**config.mk**
```make
export PLATFORM = sky130hd
export DESIGN_NAME = led_chain_seq
export DESIGN_NICKNAME = d
export VERILOG_FILES = /design/src/rtl/led_chain_pkg.sv /design/src/rtl/lcs_sclk_gen.sv /design/src/rtl/lcs_bit_index.sv /design/src/rtl/lcs_timer.sv /design/src/rtl/led_chain_seq.sv
export SDC_FILE = /design/constraint.sdc
export NUM_CORES = 1
export LEC_CHECK = 0
export ABC_AREA = 1
export BUFFER_PORTS_ARGS = -buffer_cell sky130_fd_sc_hd__buf_2
export CELL_PAD_IN_SITES_DETAIL_PLACEMENT = 0
export CELL_PAD_IN_SITES_GLOBAL_PLACEMENT = 1
export CORE_MARGIN = 8
export CORE_UTILIZATION = 43
export DETAILED_ROUTE_END_ITERATION = 16
export GPL_TIMING_DRIVEN = 1
export PLACE_DENSITY = 0.87
export SLEW_MARGIN = 20
export SYNTH_ARGS = -nofsm -noshare
export SYNTH_HDL_FRONTEND = slang
export SYNTH_SLANG_ARGS = --single-unit
```
**constraint.sdc**
```tcl
create_clock -name clk -period 2.1 [get_ports clk]
set_input_delay 0.315 -clock clk [delete_from_list [all_inputs] [get_ports clk]]
set_output_delay 0.315 -clock clk [all_outputs]
set_load 0.03 [all_outputs]
```
**src/rtl/led_chain_pkg.sv**
```systemverilog
package led_chain_pkg;

    typedef enum logic [2:0] {
        ST_IDLE,
        ST_SHIFT,
        ST_GAP,
        ST_SETTLE,
        ST_PWM
    } seq_state_t;

    localparam int HDR_W = 11;

    function automatic int ceil_div(input int num, input int den);
        return (num + den - 1) / den;
    endfunction

    function automatic logic [HDR_W-1:0] make_header(
        input logic [5:0] cmd,
        input logic       edge_sel,
        input logic       ext_clk,
        input logic       tm_reset,
        input logic       repeat_on,
        input logic       blank
    );
        return {cmd, edge_sel, ext_clk, tm_reset, repeat_on, blank};
    endfunction

    localparam logic [HDR_W-1:0] DEFAULT_HDR =
        make_header(6'b100101, 1'b1, 1'b1, 1'b1, 1'b0, 1'b0);

endpackage

```
**src/rtl/lcs_sclk_gen.sv**
```systemverilog
module lcs_sclk_gen #(
    parameter int HALF = 2
) (
    input  logic clk,
    input  logic rst_n,
    input  logic run,
    output logic sclk,
    output logic per_end
);
    localparam int PERIOD = 2 * HALF;
    localparam int PH_W   = (PERIOD > 2) ? $clog2(PERIOD) : 1;
    localparam logic [PH_W-1:0] PH_LAST = PH_W'(PERIOD - 1);
    localparam logic [PH_W-1:0] PH_HIGH = PH_W'(HALF);

    logic [PH_W-1:0] ph;
    logic [PH_W-1:0] ph_nxt;

    always_comb begin
        if (!run || ph == PH_LAST) begin
            ph_nxt = '0;
        end else begin
            ph_nxt = ph + 1'b1;
        end
    end

    always_ff @(posedge clk or negedge rst_n) begin
        if (!rst_n) begin
            ph   <= '0;
            sclk <= 1'b0;
        end else begin
            ph   <= ph_nxt;
            sclk <= run && (ph_nxt >= PH_HIGH);
        end
    end

    assign per_end = run && (ph == PH_LAST);

endmodule

```
**src/rtl/lcs_bit_index.sv**
```systemverilog
module lcs_bit_index #(
    parameter int N_DEV = 256,
    parameter int PKT_W = 224,
    parameter int DEV_W = 8,
    parameter int BIT_W = 8
) (
    input  logic             clk,
    input  logic             rst_n,
    input  logic             rewind,
    input  logic             advance,
    output logic [DEV_W-1:0] dev_idx,
    output logic [BIT_W-1:0] bit_idx,
    output logic             last_sent
);
    localparam logic [DEV_W-1:0] DEV_TOP = DEV_W'(N_DEV - 1);
    localparam logic [BIT_W-1:0] BIT_TOP = BIT_W'(PKT_W - 1);

    always_ff @(posedge clk or negedge rst_n) begin
        if (!rst_n) begin
            dev_idx   <= DEV_TOP;
            bit_idx   <= BIT_TOP;
            last_sent <= 1'b0;
        end else if (rewind) begin
            dev_idx   <= DEV_TOP;
            bit_idx   <= BIT_TOP;
            last_sent <= 1'b0;
        end else if (advance) begin
            last_sent <= (dev_idx == '0) && (bit_idx == '0);
            if (bit_idx == '0) begin
                bit_idx <= BIT_TOP;
                dev_idx <= dev_idx - 1'b1;
            end else begin
                bit_idx <= bit_idx - 1'b1;
            end
        end
    end

endmodule

```
**src/rtl/lcs_timer.sv**
```systemverilog
module lcs_timer #(
    parameter int CNT_W = 16
) (
    input  logic             clk,
    input  logic             rst_n,
    input  logic             load,
    input  logic [CNT_W-1:0] load_val,
    input  logic             en,
    output logic             done
);
    logic [CNT_W-1:0] cnt;

    always_ff @(posedge clk or negedge rst_n) begin
        if (!rst_n) begin
            cnt <= '0;
        end else if (load) begin
            cnt <= load_val;
        end else if (en && cnt != '0) begin
            cnt <= cnt - 1'b1;
        end
    end

    assign done = en && (cnt == CNT_W'(1));

endmodule

```
**src/rtl/led_chain_seq.sv**
```systemverilog
module led_chain_seq
    import led_chain_pkg::*;
#(
    parameter int N_DEV         = 256,
    parameter int PKT_W         = 224,
    parameter int PWM_CLKS      = 8192,
    parameter int SCLK_HALF     = 2,
    parameter int LATCH_PERIODS = 8,
    parameter int SYS_PS        = 20000,
    parameter int SETTLE_PS     = 1340000,
    parameter logic [HDR_W-1:0] HDR_WORD = DEFAULT_HDR,
    localparam int DEV_W  = (N_DEV > 1) ? $clog2(N_DEV) : 1,
    localparam int BIT_W  = $clog2(PKT_W),
    localparam int ADDR_W = DEV_W + BIT_W
) (
    input  logic              clk,
    input  logic              rst_n,
    input  logic              start,
    output logic [ADDR_W-1:0] mem_addr,
    input  logic              mem_rdata,
    output logic              sclk,
    output logic              sdata,
    output logic              frame_done
);
    localparam int PAY_W      = PKT_W - HDR_W;
    localparam int GAP_CYC    = LATCH_PERIODS * 2 * SCLK_HALF;
    localparam int SETTLE_RAW = ceil_div(SETTLE_PS, SYS_PS);
    localparam int SETTLE_CYC = (SETTLE_RAW < 1) ? 1 : SETTLE_RAW;
    localparam int MAX_A      = (GAP_CYC > SETTLE_CYC) ? GAP_CYC : SETTLE_CYC;
    localparam int MAX_CNT    = (MAX_A > PWM_CLKS) ? MAX_A : PWM_CLKS;
    localparam int TMR_W      = $clog2(MAX_CNT + 1);
    localparam logic [PKT_W-1:0] PKT_TMPL = {HDR_WORD, {PAY_W{1'b0}}};

    seq_state_t state, state_nxt;

    logic             run;
    logic             per_end;
    logic             advance;
    logic             rewind;
    logic             last_sent;
    logic [DEV_W-1:0] dev_idx;
    logic [BIT_W-1:0] bit_idx;
    logic             tmr_load;
    logic [TMR_W-1:0] tmr_val;
    logic             tmr_en;
    logic             tmr_done;
    logic             bit_val;
    logic             in_header;

    lcs_sclk_gen #(
        .HALF (SCLK_HALF)
    ) u_sclk (
        .clk     (clk),
        .rst_n   (rst_n),
        .run     (run),
        .sclk    (sclk),
        .per_end (per_end)
    );

    lcs_bit_index #(
        .N_DEV (N_DEV),
        .PKT_W (PKT_W),
        .DEV_W (DEV_W),
        .BIT_W (BIT_W)
    ) u_idx (
        .clk       (clk),
        .rst_n     (rst_n),
        .rewind    (rewind),
        .advance   (advance),
        .dev_idx   (dev_idx),
        .bit_idx   (bit_idx),
        .last_sent (last_sent)
    );

    lcs_timer #(
        .CNT_W (TMR_W)
    ) u_tmr (
        .clk      (clk),
        .rst_n    (rst_n),
        .load     (tmr_load),
        .load_val (tmr_val),
        .en       (tmr_en),
        .done     (tmr_done)
    );

    assign mem_addr  = {dev_idx, bit_idx};
    assign in_header = (bit_idx >= BIT_W'(PAY_W));
    assign bit_val   = in_header ? PKT_TMPL[bit_idx] : mem_rdata;

    // state register
    always_ff @(posedge clk or negedge rst_n) begin
        if (!rst_n) begin
            state <= ST_IDLE;
        end else begin
            state <= state_nxt;
        end
    end

    // next state and control strobes
    always_comb begin
        state_nxt = state;
        run       = 1'b0;
        advance   = 1'b0;
        rewind    = 1'b0;
        tmr_load  = 1'b0;
        tmr_val   = '0;
        tmr_en    = 1'b0;
        unique case (state)
            ST_IDLE: begin
                if (start) begin
                    advance   = 1'b1;
                    state_nxt = ST_SHIFT;
                end
            end
            ST_SHIFT: begin
                run = 1'b1;
                if (per_end) begin
                    if (last_sent) begin
                        rewind    = 1'b1;
                        tmr_load  = 1'b1;
                        tmr_val   = TMR_W'(GAP_CYC);
                        state_nxt = ST_GAP;
                    end else begin
                        advance = 1'b1;
                    end
                end
            end
            ST_GAP: begin
                tmr_en = 1'b1;
                if (tmr_done) begin
                    tmr_load  = 1'b1;
                    tmr_val   = TMR_W'(SETTLE_CYC);
                    state_nxt = ST_SETTLE;
                end
            end
            ST_SETTLE: begin
                tmr_en = 1'b1;
                if (tmr_done) begin
                    tmr_load  = 1'b1;
                    tmr_val   = TMR_W'(PWM_CLKS);
                    state_nxt = ST_PWM;
                end
            end
            ST_PWM: begin
                run    = 1'b1;
                tmr_en = per_end;
                if (tmr_done) begin
                    advance   = 1'b1;
                    state_nxt = ST_SHIFT;
                end
            end
            default: state_nxt = ST_IDLE;
        endcase
    end

    // registered outputs
    always_ff @(posedge clk or negedge rst_n) begin
        if (!rst_n) begin
            sdata      <= 1'b0;
            frame_done <= 1'b0;
        end else begin
            frame_done <= (state == ST_GAP) && tmr_done;
            if (advance) begin
                sdata <= bit_val;
            end else if (rewind) begin
                sdata <= 1'b0;
            end
        end
    end

endmodule

```
# Word level (Yosys, flattened, before mapping)
# Memories as Yosys holds them, arrays and structs flattened.
# Index checks and enable logic that the tools add are counted.
[op_classes] n_reduce_logical=19 n_eq_ne=12 add_sub_neg=4 mux=38 magnitude_cmp=3
[ops] op="$mux 8" count=6
[ops] op="$mux 14" count=3
[ops] op="$pmux 14 s3" count=1
[ops] op="$mux 3" count=6
[ops] op="$logic_not 8->1" count=2
[ops] op="$sub 8x1->8 const B" count=2
[ops] op="$pmux 3 s5" count=1
[ops] op="$eq 14x1->1 const B" count=1
[ops] op="$mux 1" count=14
[ops] op="$reduce_bool 14->1" count=1
[ops] op="$sub 14x1->14 const B" count=1
[ops] op="$mux 6" count=2
[ops] op="$ne 2x2->1 const B" count=5
[ops] op="$lt 8x9->1 const B" count=1
[ops] op="$ge 8x8->1 const B" count=1
[ops] op="$mux 7" count=1
[ops] op="$eq 3x2->1 const B" count=2
[ops] op="$logic_and 1x1->1" count=6
[ops] op="$reduce_and 6->1" count=1
[ops] op="$reduce_bool 2->1" count=3
[ops] op="$pmux 1 s2" count=2
[ops] op="$reduce_or 2->1" count=2
[ops] op="$eq 3x1->1 const B" count=1
[ops] op="$eq 3x3->1 const B" count=1
[ops] op="10 further kinds" count=10
[word_totals] output_inout_bits=19 register_bits=39 mem_bits_ro=256 n_memories=1 word_cells=86
[mem_list] memory="(name not given)" words=256 word_bits=1 rd=1 rd_ports_with_merged_regs=0 wr=0 line="led_chain_seq.sv:88" rtl="assign bit_val = in_header ? PKT_TMPL[bit_idx] : mem_rdata;"

# Logic depth before layout (Yosys ltp)
[logic_depth] ltp_word=10 ltp_mapped=12

# Cells and area by module
# A second synthesis with hierarchy kept.
[hier_totals] hier_cells=406 hier_area_um2=2821.5
[modules_own_cells] module="lcs_timer" n_inst=1 cells_per_inst=175 area_per_inst_um2=1128.6 seq_area_each_um2=350.3
[modules_own_cells] module="lcs_bit_index" n_inst=1 cells_per_inst=144 area_per_inst_um2=1078.5 seq_area_each_um2=444.2
[modules_own_cells] module="led_chain_seq" n_inst=1 cells_per_inst=75 area_per_inst_um2=494.2 seq_area_each_um2=125.1
[modules_own_cells] module="lcs_sclk_gen" n_inst=1 cells_per_inst=12 area_per_inst_um2=120.1 seq_area_each_um2=75.1

# Worst setup path after synthesis
# No wires, ideal clock.
[synth_timing] kind="reg2reg" from="register u_idx.bit_idx[0]" to="register sdata" stages_incl_launch_ff=10 t_arrival_ps=1498 n_path_buf=0 setup_ps=117 setup_slack_ps=485 path_cell_list="dfstp_2 > inv_1 > ha_1 > inv_1 > o21ai_0 > a21oi_1 > o211ai_1 > nand2_1 > nand2_1 > nand2_1"
[synth_via] elab_chain_len=4 elab_cells_between_ends=5 classes_between="1 x order compare; 3 x mux; 1 x memory"
[synth_lines] element="start: declaration" line="lcs_bit_index.sv:12" rtl="output logic [BIT_W-1:0] bit_idx,"
[synth_lines] element="start signal: assignment" line="lcs_bit_index.sv:33" rtl="bit_idx <= bit_idx - 1'b1;"
[synth_lines] element="$mem_v2 256x1"
[synth_lines] element="$mux 1 (implied by the code)" line="led_chain_seq.sv:88"
[synth_lines] element="$mux 1 *" line="led_chain_seq.sv:88"
[synth_lines] element="$mux 1 *" line="led_chain_seq.sv:163" rtl="if (advance) begin"
[synth_lines] element="end signal: assignment" line="led_chain_seq.sv:164" rtl="sdata <= bit_val;"
[synth_lines] element="end: declaration" line="led_chain_seq.sv:22" rtl="output logic sdata,"
# Every way passes the cells marked *; elsewhere a longest branch is shown, timed or not. The select of a mux whose other input is x is not followed.
# A chain may end at the register's enable or synchronous reset.

# Final worst setup path
[layout_timing] from="register u_sclk.ph[0]" to="register u_idx.bit_idx[5]"
[layout_via] elab_chain_len=7 elab_cells_between_ends=11 classes_between="1 x eq/ne; 7 x mux; 3 x reduce/logical"
[layout_lines] element="start: declaration" line="lcs_sclk_gen.sv:15" rtl="logic [PH_W-1:0] ph;"
[layout_lines] element="start signal: assignment" line="lcs_sclk_gen.sv:31" rtl="ph <= ph_nxt;"
[layout_lines] element="$eq 2x2->1 *" line="lcs_sclk_gen.sv:36" rtl="assign per_end = run && (ph == PH_LAST);"
[layout_lines] element="$logic_and 1x1->1 *" line="lcs_sclk_gen.sv:36"
[layout_lines] element="$pmux 1 s2" line="led_chain_seq.sv:108" rtl="unique case (state)"
[layout_lines] element="$logic_and 1x1->1" line="lcs_timer.sv:23" rtl="assign done = en && (cnt == CNT_W'(1));"
[layout_lines] element="$mux 1" line="led_chain_seq.sv:147" rtl="if (tmr_done) begin"
[layout_lines] element="$pmux 1 s3" line="led_chain_seq.sv:108"
[layout_lines] element="$reduce_bool 2->1 (no source line)"
# Every way passes the cells marked *; elsewhere a longest branch is shown, timed or not.

==> flow_summary_export.csv <==
group,metric,value,unit
final_layout,finish.net_count,408,
sta,final.setup.tns,0,ps
detailed_routing,vias_per_cell,4.885,
die,floorplan.core_area,0.005886,mm^2
logic_synthesis,synth_async_sr_flop_share,100.0,%
detailed_routing,vias,2296,
power,clock_power_share,13.7,%
sta,final_hold_viol_count,0,
logic_synthesis,syn_nets,379,
final_layout,layout-area-overhead-vs-synth,11.76,%
critical_path,worstPathArrival,2040,ps
min_path,hold_path.class,"input port to register",
clock_tree,cts-htree-levels,2,
placed_design,port-buffer-count,22,
critical_path,critical_path_end,"u_idx.bit_idx[5]",
final_layout,finish.utilization,49.68,%
flow_run,maxCapViolations,0,
sta,timing.max_slew.rel_slack,71.93,%
sta,timing.final.setup_violations,0,
sta,rsz0062_at_grt,"no",
status,status,"completed",
power,totalPowerFinal,4.570,mW
logic_synthesis,synth-warning-count,0,
clock_tree,cts_tree,"yes",
power,vdd_ir_drop_max,612.8,uV
critical_path,timing.critical_path.required,2280,ps
global_routing,grt_pass1_wl,10.16,mm
placed_design,dp_hpwl,4.285,mm
critical_path,worst_r2r_startpoint,"u_sclk.ph[0]",
power,sw_frac_of_total,49.14,%
critical_path,critical_path_peak_fanout,19,
sta,final_critical_path_setup_slack,240.3,ps
power,seqPwrFrac,33.0,%
placed_design,finalWeightedCongestion,0.8507,
logic_synthesis,yosys-top-cells-count,"nand2_1 (122), nor2_1 (40), nand3_1 (35)",
clock_tree,numCtsBuffers,5,
power,pwr_density_cell,1563,mW/mm^2
die,die_width,94,um
final_layout,drive_above_1_share,20.00,%
logic_synthesis,synth_edf_count,0,
critical_path,setup.worst_path.start,"u_sclk.ph[0]",
min_path,timing.hold.worst_path_depth,5,
logic_synthesis,synth.area.top_cells,"dfrtp_1 (23%), nand2_1 (18%), dfstp_2 (15%)",
logic_synthesis,synth_flop_cell,"dfrtp_1",
global_routing,grt_antenna_before_repair,0,
clock_tree,cts.clk_slew.worst_paths,80,ps
critical_path,crit_start_category,"register",
logic_synthesis,postSynthRegisterBits,39,
critical_path,timing_worst_setup_path_type,"register to register",
critical_path,worst-r2r-cell-count,8,
power,power.share.combinational,53.3,%
clock_tree,max-clock-path-buffers,2,
logic_synthesis,cell_with_the_most_instances_after_synthesis,"nand2_1",
logic_synthesis,mappedNetlistArea,0.002616,mm^2
global_routing,number_of_global_route_vias_before_repair,2233,
logic_synthesis,sequential_element_share_of_the_synthesized_area,38.02,%
critical_path,reg2reg_setup_slack,240,ps
detailed_routing,detailedRoute.firstIterationViolations,130,
sta,fin_worst_hold_slack,322.0,ps
critical_path,endpoint_kind,"register",
power,total_leakage_power,1.572,nW
die,floorplan.initialDensity,44.45,%
sta,post_route_skew,7.343,ps
power,p_switching,2.246,mW
clock_tree,clock_latency,290,ps
global_routing,grt_start_max_net_pins,20,
sta,timing.final.crit_period,1860,ps
sta,timing_worst_slew_pin_value,420.2,ps
clock_tree,clkSinkCount,39,
logic_synthesis,yosys.cell_types.count,33,
detailed_routing,routed_wl,5.696,mm
critical_path,regToRegEndpoint,"u_idx.bit_idx[5]",
sta,max_freq,0.5377,GHz
global_routing,grt.overflow.total,0,
die,die_area,0.008836,mm^2
die,placement_rows,28,
detailed_routing,drt-wirelength-per-cell,12.12,um
power,p_int,2.324,mW
die,boundaryPins,23,
detailed_routing,drc,0,
logic_synthesis,synth.largest_area_cell,"dfrtp_1",
logic_synthesis,synth_cells,365,
sta,finalCritPeriodShare,88.56,%
clock_tree,clock_tree.root_cell,"clkbuf_8",
clock_tree,post_cts_resize_count,0,
detailed_routing,antenna_violating_nets_left,0,
sta,timing.final.max_slew_violations,0,
logic_synthesis,synthesis.area_per_instance,7.168,um^2
placed_design,dpl_worst_slack,237.2,ps
global_routing,global_route.usage.total,14.15,%
logic_synthesis,synth.top_cell.area_share,22.96,%
final_layout,num_antenna_cells,0,
die,floorplan.die.height,94,um
detailed_routing,drt_first_pass_iters,4,
[metal layers]
layer | track usage (%) | part of all wire, % | up-vias
li1 | - | - | 1211
met1 | 18.85 | 49 | 1039
met2 | 22.00 | 45 | 39
met3 | 3.038 | 4.4 | 7
met4 | 4.888 | 1.3 | 0
met5 | 0 | 0 | -
[logic make-up (layout without fill, tap and decap cells)]
family	Yosys count	count (layout)	share of synthesized area [%]
and+or+nand+nor	230	230	40.51
buffers and inverters	48	78	7.939
DFF	39	39	38.02
AOI/OAI and AO/OA	29	29	5.739
adders and majority gates	10	10	4.782
xor gates and xnor gates	9	9	3.013
[worst min-delay path by stage]
stage | start | end | slack, ps
2_1_floorplan | rst_n | frame_done | 20
3_3_place_gp | rst_n | state[0] | 260
3_5_place_dp | rst_n | state[0] | 260
4_1_cts | mem_rdata | sdata | 330
5_1_grt | mem_rdata | sdata | 370
6_report | mem_rdata | sdata | 320
[power groups by stage]
stage | clock, mW | sequential, mW | combinational [mW]
after global routing | 0.676 | 1.57 | 2.80
after CTS | 0.648 | 1.51 | 2.47
final | 0.628 | 1.51 | 2.43
after detailed placement | 0 | 1.52 | 2.45
after global placement | 0 | 1.51 | 2.45
after floorplan | 0 | 1.79 | 1.64
[worst max-delay path: stages, from the launching register on]
cell	delay, ps
dfrtp_1	390
ha_1	270
nand3_1	120
nand2_2	90
nand4_1	130
nand3_2	340
buf_4	300
nand2_1	60
o21ai_1	50
[state kept, by name, summed over array words and instances, names as in the netlist]
signal and cells:
u_idx.bit_idx 8, u_tmr.cnt 14, u_idx.last_sent 1, frame_done 1
u_idx.dev_idx 8, u_sclk.ph 2, u_sclk.sclk 1, sdata 1
state 3
[timing repair]
item,in CTS,in global routing
hold endpoints to repair,14,0
setup buffers,0,0
hold buffers,1,0
[area by class of cell]
class	count	area, um^2
multi-input combinational	278	1414
tap	75	93.84
clock inverter	3	38.79
inverter	43	163.9
sequential	39	994.7
clock buffer	5	68.82
timing repair buffer	27	150.1
fill	606	2962
[cell usage in the layout (no fill, tap or decap), drive strengths merged, types with 5 or more instances in the layout]
master	n
nand2	127
dfrtp	24
xor2	6
dfstp	15
ha	10
clkbuf	5
o21ai	24
nand3	38
buf	26
nand4	11
nor2	45
inv	43
or2	5
[per-stage QoR]
stage | area (um^2) | std cells
final | 2924 | 470
after global routing | 2924 | 470
after CTS | 2924 | 470
after detailed placement | 2806 | 461
after global placement | 2806 | 461
after floorplan | 2616 | 365
Power figures use the tool's default switching activity.
